## src/rtl/i2cb_pkg.sv

```systemverilog
package i2cb_pkg;

    localparam int unsigned BYTE_W    = 8;
    localparam int unsigned START_GAP = 2;
    localparam int unsigned MST_HOLD  = 20;

    typedef struct packed {
        logic load;
        logic go_scl;
    } acc_t;

    function automatic int unsigned ctr_bits(input int unsigned n);
        return (n < 2) ? 1 : $clog2(n);
    endfunction

endpackage

```

## src/rtl/i2cb_shifter.sv

```systemverilog
module i2cb_shifter
    import i2cb_pkg::*;
#(
    parameter int unsigned W = BYTE_W
) (
    input  logic         clk,
    input  logic         rst,
    input  logic         en,
    input  logic         load,
    input  logic [W-1:0] ld_data,
    input  logic         scl_rise,
    input  logic         scl_fall,
    input  logic         sda_in,
    output logic [W-1:0] sr_q,
    output logic         sda_out,
    output logic         byte_done
);
    localparam int unsigned CW = ctr_bits(W);
    localparam logic [CW-1:0] LAST = CW'(W - 1);

    logic [CW-1:0] cnt_q;
    logic          act_q;
    logic          sda_q;
    logic          done_q;

    always_ff @(posedge clk) begin
        if (rst) begin
            sr_q   <= '0;
            cnt_q  <= '0;
            act_q  <= 1'b0;
            sda_q  <= 1'b1;
            done_q <= 1'b0;
        end else begin
            done_q <= 1'b0;
            if (!en) begin
                cnt_q <= '0;
                act_q <= 1'b0;
                sda_q <= 1'b1;
            end else if (load) begin
                sr_q  <= ld_data;
                cnt_q <= '0;
                act_q <= 1'b1;
                sda_q <= ld_data[W-1];
            end else begin
                if (scl_rise && act_q) begin
                    sr_q  <= {sr_q[W-2:0], sda_in};
                    cnt_q <= cnt_q + 1'b1;
                    if (cnt_q == LAST) begin
                        act_q  <= 1'b0;
                        done_q <= 1'b1;
                    end
                end
                if (scl_fall) begin
                    sda_q <= act_q ? sr_q[W-1] : 1'b1;
                end
            end
        end
    end

    assign sda_out   = sda_q;
    assign byte_done = done_q;

    // an enabled load puts its top bit on the line next cycle
    p_load_msb_r1: assert property (@(posedge clk) disable iff (rst)
        (en && load) |=> (sda_out == $past(ld_data[W-1])));

    // line released while disabled
    p_idle_release_r9: assert property (@(posedge clk) disable iff (rst)
        (!en) |=> sda_out);

    // register frozen while disabled
    p_frozen_r11: assert property (@(posedge clk) disable iff (rst)
        (!rst && !en) |=> $stable(sr_q));

    // completion is a single-cycle pulse
    p_done_pulse_r10: assert property (@(posedge clk) disable iff (rst)
        byte_done |=> !byte_done);

endmodule

```

## src/rtl/i2cb_spacing.sv

```systemverilog
module i2cb_spacing
    import i2cb_pkg::*;
#(
    parameter int unsigned GAP  = START_GAP,
    parameter int unsigned HOLD = MST_HOLD
) (
    input  logic clk,
    input  logic rst,
    input  logic master,
    input  logic scl_req,
    input  logic buf_load,
    input  logic start_req,
    output logic scl_go,
    output logic start_grant,
    output logic start_early
);
    localparam int unsigned HW = ctr_bits(HOLD + 1);
    localparam int unsigned GW = ctr_bits(GAP + 1);
    localparam logic [HW-1:0] HOLD_LD = HW'(HOLD - 1);
    localparam logic [GW-1:0] GAP_LD  = GW'(GAP - 1);

    logic          mst_q;
    logic [HW-1:0] hold_cnt;
    logic [GW-1:0] gap_cnt;
    logic          scl_pend, st_pend;
    logic          go_q, grant_q, early_q;

    logic mst_fall, hold_blk, gap_blk, want_scl, want_st;

    always_comb begin
        mst_fall = mst_q && !master;
        hold_blk = mst_fall || (hold_cnt != '0);
        gap_blk  = buf_load || (gap_cnt != '0);
        want_scl = scl_pend || scl_req;
        want_st  = st_pend || start_req;
    end

    always_ff @(posedge clk) begin
        if (rst) begin
            mst_q    <= 1'b0;
            hold_cnt <= '0;
            gap_cnt  <= '0;
            scl_pend <= 1'b0;
            st_pend  <= 1'b0;
            go_q     <= 1'b0;
            grant_q  <= 1'b0;
            early_q  <= 1'b0;
        end else begin
            mst_q <= master;

            if (mst_fall)             hold_cnt <= HOLD_LD;
            else if (hold_cnt != '0)  hold_cnt <= hold_cnt - 1'b1;

            if (buf_load)             gap_cnt <= GAP_LD;
            else if (gap_cnt != '0)   gap_cnt <= gap_cnt - 1'b1;

            if (want_scl && !hold_blk) begin
                go_q     <= 1'b1;
                scl_pend <= 1'b0;
            end else begin
                go_q     <= 1'b0;
                scl_pend <= want_scl;
            end

            early_q <= start_req && gap_blk;
            if (want_st && !gap_blk && !hold_blk) begin
                grant_q <= 1'b1;
                st_pend <= 1'b0;
            end else begin
                grant_q <= 1'b0;
                st_pend <= want_st;
            end
        end
    end

    assign scl_go      = go_q;
    assign start_grant = grant_q;
    assign start_early = early_q;

    // a master drop blocks clock start and start grant at once
    p_fall_blocks_r8: assert property (@(posedge clk) disable iff (rst)
        $fell(master) |=> (!scl_go && !start_grant));

    // a request flagged early is not granted in the same cycle
    p_early_no_grant_r7: assert property (@(posedge clk) disable iff (rst)
        start_early |-> !start_grant);

endmodule

```

## src/rtl/i2c_byte_path.sv

```systemverilog
module i2c_byte_path
    import i2cb_pkg::*;
(
    input  logic              clk,
    input  logic              rst,
    input  logic              en,
    input  logic              master,
    input  logic              scl_rise,
    input  logic              scl_fall,
    input  logic              sda_in,
    input  logic              shreg_wr,
    input  logic              buf_wr,
    input  logic [BYTE_W-1:0] wdata,
    input  logic              shreg_rd,
    input  logic              buf_rd,
    input  logic              start_req,
    output logic [BYTE_W-1:0] rdata,
    output logic              sda_out,
    output logic              scl_go,
    output logic              start_grant,
    output logic              start_early,
    output logic              byte_done
);
    acc_t              acc;
    logic              buf_ok;
    logic [BYTE_W-1:0] sr_val;

    always_comb begin
        buf_ok     = en && buf_wr;
        acc.load   = en && (shreg_wr || buf_wr);
        acc.go_scl = en && shreg_wr && master;
        rdata      = (shreg_rd && !buf_rd) ? sr_val : '0;
    end

    i2cb_shifter #(.W(BYTE_W)) u_shift (
        .clk       (clk),
        .rst       (rst),
        .en        (en),
        .load      (acc.load),
        .ld_data   (wdata),
        .scl_rise  (scl_rise),
        .scl_fall  (scl_fall),
        .sda_in    (sda_in),
        .sr_q      (sr_val),
        .sda_out   (sda_out),
        .byte_done (byte_done)
    );

    i2cb_spacing #(.GAP(START_GAP), .HOLD(MST_HOLD)) u_space (
        .clk         (clk),
        .rst         (rst),
        .master      (master),
        .scl_req     (acc.go_scl),
        .buf_load    (buf_ok),
        .start_req   (start_req),
        .scl_go      (scl_go),
        .start_grant (start_grant),
        .start_early (start_early)
    );

    // buffer reads expose nothing
    p_buf_read_zero_r6: assert property (@(posedge clk) disable iff (rst)
        buf_rd |-> (rdata == '0));

endmodule

```

## config.mk

```make
export PLATFORM = sky130hd
export DESIGN_NAME = i2c_byte_path
export DESIGN_NICKNAME = d
export VERILOG_FILES = /design/src/rtl/i2cb_pkg.sv /design/src/rtl/i2cb_shifter.sv /design/src/rtl/i2cb_spacing.sv /design/src/rtl/i2c_byte_path.sv
export SDC_FILE = /design/constraint.sdc
export NUM_CORES = 1
export LEC_CHECK = 0
export ABC_CLOCK_PERIOD_IN_PS = 2500
export BUFFER_PORTS_ARGS = -buffer_cell sky130_fd_sc_hd__buf_2
export CAP_MARGIN = 25
export CORE_MARGIN = 2
export CORE_UTILIZATION = 54
export CTS_CLUSTER_DIAMETER = 200
export DETAILED_ROUTE_END_ITERATION = 6
export HOLD_SLACK_MARGIN = 0.1
export PLACE_DENSITY_LB_ADDON = 0.15
export SETUP_SLACK_MARGIN = 0.4
export SLEW_MARGIN = 0
export SYNTH_ARGS = -nofsm -noshare
export SYNTH_HDL_FRONTEND = slang
export SYNTH_SLANG_ARGS = --single-unit
```

## constraint.sdc

```tcl
create_clock -name clk -period 2.5 [get_ports clk]
set_input_delay 0 -clock clk [delete_from_list [all_inputs] [get_ports clk]]
set_output_delay 0 -clock clk [all_outputs]
set_load 0.01 [all_outputs]
```

After elaboration in Yosys (flattened, before gate mapping)

Cells that the tools add are included.

Word-level logic and storage cells: 73
Output and inout port bits: 13
Memories kept: 0
Input port bits: 20
Latch bits: 0
RAM bits: 0
Flip-flop bits (word level): 27
ROM bits: 0

Shifts and indexed selects: 0
Mux-type cells: 16
Reduce and logical (&&, ||, !) cells: 36
Equality and inequality tests: 1
Divide/modulo/power cells: 0
Order comparisons: 0
Bitwise operators: 2
Add/sub/neg operators: 3
Multipliers: 0

Operators by type and width:

| kind                  | count |
|---|---|
| $mux W8               | 3 |
| $reduce_bool A2 Y1    | 6 |
| $logic_and A1 B1 Y1   | 11 |
| $mux W1               | 11 |
| $mux W5               | 2 |
| $reduce_or A2 Y1      | 5 |
| $logic_or A1 B1 Y1    | 5 |
| $reduce_bool A5 Y1    | 1 |
| $sub A5 B1 Y5 const B | 1 |
| $logic_not A1 Y1      | 4 |
| $reduce_and A2 Y1     | 2 |
| $reduce_or A4 Y1      | 1 |
| $add A3 B1 Y3 const B | 1 |
| $eq A3 B3 Y1 const B  | 1 |
| $reduce_or A3 Y1      | 1 |
| $not A1 Y1            | 2 |
| $sub A2 B1 Y2 const B | 1 |

Logic depth before layout (Yosys ltp)

Depth in word-level cells: 6
Depth in mapped cells: 5
Gate-level depth less buffers: 5

Cells and area by module

From an unflattened synthesis, not the netlist that was laid out.

Cell total of the unflattened synthesis: 130
Area total of the unflattened synthesis: 1283.7 um2

By module, submodules not included:

| module        | cells each | area each (um2) | instances | sequential area each (um2) |
|---|---|---|---|---|
| i2cb_shifter  | 67         | 679.4           | 1         | 280.3 |
| i2cb_spacing  | 52         | 514.2           | 1         | 260.2 |
| i2c_byte_path | 11         | 90.1            | 1         | 0.0 |

Worst setup path before layout

No wires, ideal clock.

Path kind: flip-flop to flip-flop
Start point: reg u_space.hold_cnt[0]
End point: reg u_space.st_pend
Path buffers: 0
Stages on the path, launching flop included: 6
Slack: 1208 ps
Data required time: 2381 ps
Period minus slack after synthesis: 1292 ps
Arrival time: 1174 ps
Setup time: 119 ps
Cell sequence: dfxtp_1 inv_1 ha_1 nor4b_4 nand4_1 nor2b_1

Longest elaborated chain between the ends: 5

RTL lines:

| element                    | line               | text |
|---|---|---|
| from (decl)                | i2cb_spacing.sv:23 | `logic [HW-1:0] hold_cnt;` |
| from (signal assigned)     | i2cb_spacing.sv:52 | `else if (hold_cnt != '0) hold_cnt <= hold_cnt - 1'b1;` |
| $reduce_bool A5 Y1         | i2cb_spacing.sv:32 | `hold_blk = mst_fall \|\| (hold_cnt != '0);` |
| $logic_or A1 B1 Y1         | i2cb_spacing.sv:32 |  |
| $logic_not A1 Y1           | i2cb_spacing.sv:66 | `if (want_st && !gap_blk && !hold_blk) begin` |
| $logic_and A1 B1 Y1        | i2cb_spacing.sv:66 |  |
| $reduce_or A2 Y1 (no line) | -                  |  |
| to (signal assigned)       | i2cb_spacing.sv:71 | `st_pend <= want_st;` |
| to (decl)                  | i2cb_spacing.sv:25 | `logic scl_pend, st_pend;` |

No other way between the ends.
A chain may end at the register's enable or synchronous reset.

Worst setup path in the final report

Start point: in buf_wr
End point: reg u_shift.sda_q (netlist: u_shift.sda_out)

Longest elaborated chain between the ends: 3
Elaborated cells between the ends (all ways): 4
Classes of those cells: 1 x mux; 3 x reduce/logical

RTL lines:

| element                                              | line                | text |
|---|---|---|
| from (decl)                                          | i2c_byte_path.sv:12 | `input logic buf_wr,` |
| $logic_or A1 B1 Y1 *                                 | i2c_byte_path.sv:30 | `acc.load = en && (shreg_wr \|\| buf_wr);` |
| $logic_and A1 B1 Y1 *                                | i2c_byte_path.sv:30 |  |
| $mux W1 / $reduce_bool A2 Y1 (equally long branches) | -                   |  |
| to (signal assigned)                                 | i2cb_shifter.sv:43  | `sda_q <= ld_data[W-1];` |
| to (signal assigned)                                 | i2cb_shifter.sv:54  | `sda_q <= act_q ? sr_q[W-1] : 1'b1;` |
| to (decl)                                            | i2cb_shifter.sv:23  | `logic sda_q;` |

Every way passes the cells marked *; elsewhere a longest branch is shown, timed or not.

==> summary.md <==
| Metric | Value |
|---|---|
| Run status | `complete, no violations` |
| Cell count after synthesis | `118` |
| XOR/XNOR Fraction of Synth Area | `3.74%` |
| Top-Level Pins | `33` |
| VDD IR max | `0.409 mV` |
| Max stage delay on crit path | `550 ps` |
| Crit path kind | `input pin to flop` |
| Top achievable clock speed | `557 MHz` |
| Max Clock Skew | `7.47 ps` |
| First-pass GRT wire length | `between 4 and 5 mm` |
| Num CTS Buffers | `3` |
| Fin crit share | `71.8%` |
| Root Driver | `clkbuf_4` |
| WP data required | `2770 ps` |
| Net Count, Synth | `142` |
| Share of cells above drive strength 1 | `23.1%` |
| Power Dens Cells | `686 nW/um2` |
| Remaining routing DRC violations | `0` |
| # nets final | `about 200` |
| Clk Latency, worst-skew pair | `320 ps` |
| Hold-fix buffers, CTS | `20` |
| Critical path fanouts, max | `7` |
| Hold WC Path Type | `input pin to flop` |
| H-tree levels | `1` |
| Vias per cell | `5.24` |
| Largest family of logic cells by synthesized area | `simple AND/OR/NAND/NOR gates` |
| First-pass detailed-route iteration total | `3` |
| Synth Area in Adders | `roughly 4.3%` |
| P_leak | `0.678 nW` |
| GRT overflow | `0` |
| Crit path DAT | `between 2000 and 2500 ps` |
| Routed WL | `2.55 mm` |
| Post-cts gate resize count | `0` |
| Die Y | `around 51 um` |
| Slew headroom | `between 60% and 70%` |
| Cell repeated most along the worst path | `dlygate4sd3_1` |
| TritonCTS clock tree | `done` |
| Post-DP HPWL | `1.73 mm` |
| Setup bufs post-CTS | `0` |
| Syn Area/Cell | `between 9 and 10 um2` |
| Tmin final | `1800 ps` |
| Gpl congestion | `0.775` |
| Worst setup SP type | `input pin` |
| Crit. End Element | `flop` |
| Antenna violations before repair | `0` |
| FILL cells | `157` |
| Library cells used by synthesis | `33` |
| CP Buf/Inv Count | `4` |
| Max_cap viols | `0` |
| Mux cell area share after synthesis | `approximately 6.0%` |
| Max clock buf depth | `2` |
| Compound-Gate Fraction of Synth Area | `15.8%` |
| Number of synthesized register bits | `27` |
| RSZ-0062 raised after global routing | `no` |
| Clock transition at path regs | `130 ps` |
| Clock Sinks | `27` |
| Antenna viol nets, final | `0` |
| Final Hold Viols | `0` |
| Worst Hold Slack | `about 160 ps` |
| FP Rows | `16` |
| Final setup vio count | `0` |
| Inserted Diodes | `0` |
| Core area | `about 2000 um2` |
| Detailed-route via count | `1048` |
| Starting Density | `58.4%` |
| Synthesis Warnings | `0` |
| CP top delay family | `buffers and inverters` |
| Vias in the first global route | `1046` |
| Total die area | `2550 um2` |
| Post-Syn Area | `1170 um2` |
| Setup TNS Final | `0 ps` |
| Number of DRC markers in iteration 0 | `5` |
| WL/cell | `12.8 um` |
| CP Cell Sequence | `dlygate4sd3_1 > buf_2 > nor2_1 > buf_4 > o211ai_1 > nand3_1 > dlygate4sd3_1` |
| Max-slew violation count | `0` |
| Die width | `50.5 um` |
| Worst slew pin tran | `approximately 480 ps` |
| Total GRT Usage | `22.2%` |
| Post-Synth Simple-Gate Area | `a little over a fifth` |
| Post-synthesis sequential area ratio | `between 40 and 50%` |
| Crit path max-delay cell type | `dlygate4sd3_1` |
| Port Buffers | `32` |
| Pin count of the biggest net entering global routing | `15` |
| Synthesis-to-finish area growth | `35.8%` |
-- worst register-to-register path, delay by kind of cell (launching register included) --
family,cells,cell delay [ps]
buffers and inverters,2,620
flip-flops,1,380
adder cells (fa/ha/maj),1,260
AO/OA/AOI/OAI,2,220
AND/OR/NAND/NOR,1,130
-- through the flow --
| stage | cells | power, mW | instance area, um2 | util, % | setup WS, ps |
|---|---|---|---|---|---|
| 2_1_floorplan | 118 | 0.794 | 1170 | - | 1210 |
| 3_3_place_gp | 176 | 0.859 | 1360 | 68.1 | 1130 |
| 3_5_place_dp | 176 | 0.876 | 1360 | 68.1 | 1050 |
| 4_1_cts | 200 | 1.09 | 1590 | 79.4 | 721 |
| 5_1_grt | 200 | 1.15 | 1590 | 79.4 | 620 |
| 6_report | 200 | 1.09 | 1590 | 79.4 | 704 |
-- where the power goes --
| part | leakage [nW] | internal (mW) | switching, mW |
|---|---|---|---|
| sequential | 0.222 | 0.494 | 0.0422 |
| combinational | 0.442 | 0.197 | 0.173 |
| clock | 0.0150 | 0.0624 | 0.122 |
-- final timing paths --
check,slack (ps),cells after the start,to,start
worst max-delay path,700,7,u_shift.sda_out$_SDFFE_PP1P_,buf_wr
worst min register to register,480,2,u_shift.cnt_q[1]$_SDFFE_PP0P_,u_shift.cnt_q[1]$_SDFFE_PP0P_
worst min-delay path,160,4,u_shift.sr_q[7]$_SDFFE_PP0P_,wdata[7]
worst max register to register,850,6,u_space.gap_cnt[1]$_SDFFE_PP0P_,u_space.gap_cnt[0]$_SDFFE_PP0P_
-- final cells by class --
class	instances	area (um2)	share of cell area, %
tap	27	33.8	2.13
inverter	4	15.0	0.945
clock buffer	4	26.3	1.65
sequential	27	541	34.0
multi-input combinational	85	606	38.1
timing repair buffer	53	368	23.1
-- flip-flops by register name, summed over array words and instances, names as in the netlist, 2 cells and up --
| signal | flops |
|---|---|
| u_shift.sr_q | 8 |
| u_space.hold_cnt | 5 |
| u_shift.cnt_q | 3 |
| u_space.gap_cnt | 2 |
-- Yosys cell counts --
master	number	area share, %
and2_1	8	4.3
a21boi_0	2	1.3
nand2_1	8	2.6
clkbuf_1	1	0.32
nor4b_4	1	2.0
nand3_1	4	1.7
a31oi_1	1	0.54
a311oi_1	1	0.75
nor2b_1	5	2.7
a21oi_2	1	0.75
and2_2	1	0.64
xnor2_1	3	2.2
nor4_1	2	1.1
o21bai_1	1	0.64
o211ai_1	1	0.64
o21ai_0	2	0.86
nor2_1	5	1.6
nand3b_1	1	0.64
nand4_1	1	0.54
ha_1	4	4.3
nor3b_1	1	0.64
xor2_1	2	1.5
mux2i_1	7	6.0
nor3_1	2	0.86
nor3b_2	1	1.1
inv_1	4	1.3
a211oi_1	1	0.64
dfxtp_1	27	46
buf_2	1	0.43
a21oi_1	7	3.0
nand2b_1	3	1.6
a211o_1	1	0.75
o2bb2ai_1	8	6.0
-- cells in the final DEF, fill, tap and decap left out, drive strengths merged, types with 3 or more instances in the layout --
master	n
buf	33
dfxtp	27
dlygate4sd3	20
and2	9
nand2	8
o2bb2ai	8
a21oi	8
mux2i	7
nor2b	5
nor2	5
inv	4
nand3	4
ha	4
clkbuf	4
nand2b	3
xnor2	3
-- layer usage --
metal,share of wire (%),wire length (um),GRT usage [%],vias to the layer above
met1,43,1100,24.3,493
met2,53,1350,44.3,19
li1,-,-,-,534
met5,0,0,0,-
met4,0.82,21,5.41,0
met3,2.9,75,2.68,2
-- kinds of logic (layout without fill, tap and decap cells) --
| logic type | after synthesis | count (layout) |
|---|---|---|
| simple gates | 43 | 43 |
| flops | 27 | 27 |
| compound gates | 26 | 26 |
| mux | 7 | 7 |
| buf+inv | 6 | 61 |
| xor+xnor | 5 | 5 |
| fa+ha+maj | 4 | 4 |
(Power assumes the default switching activity.)
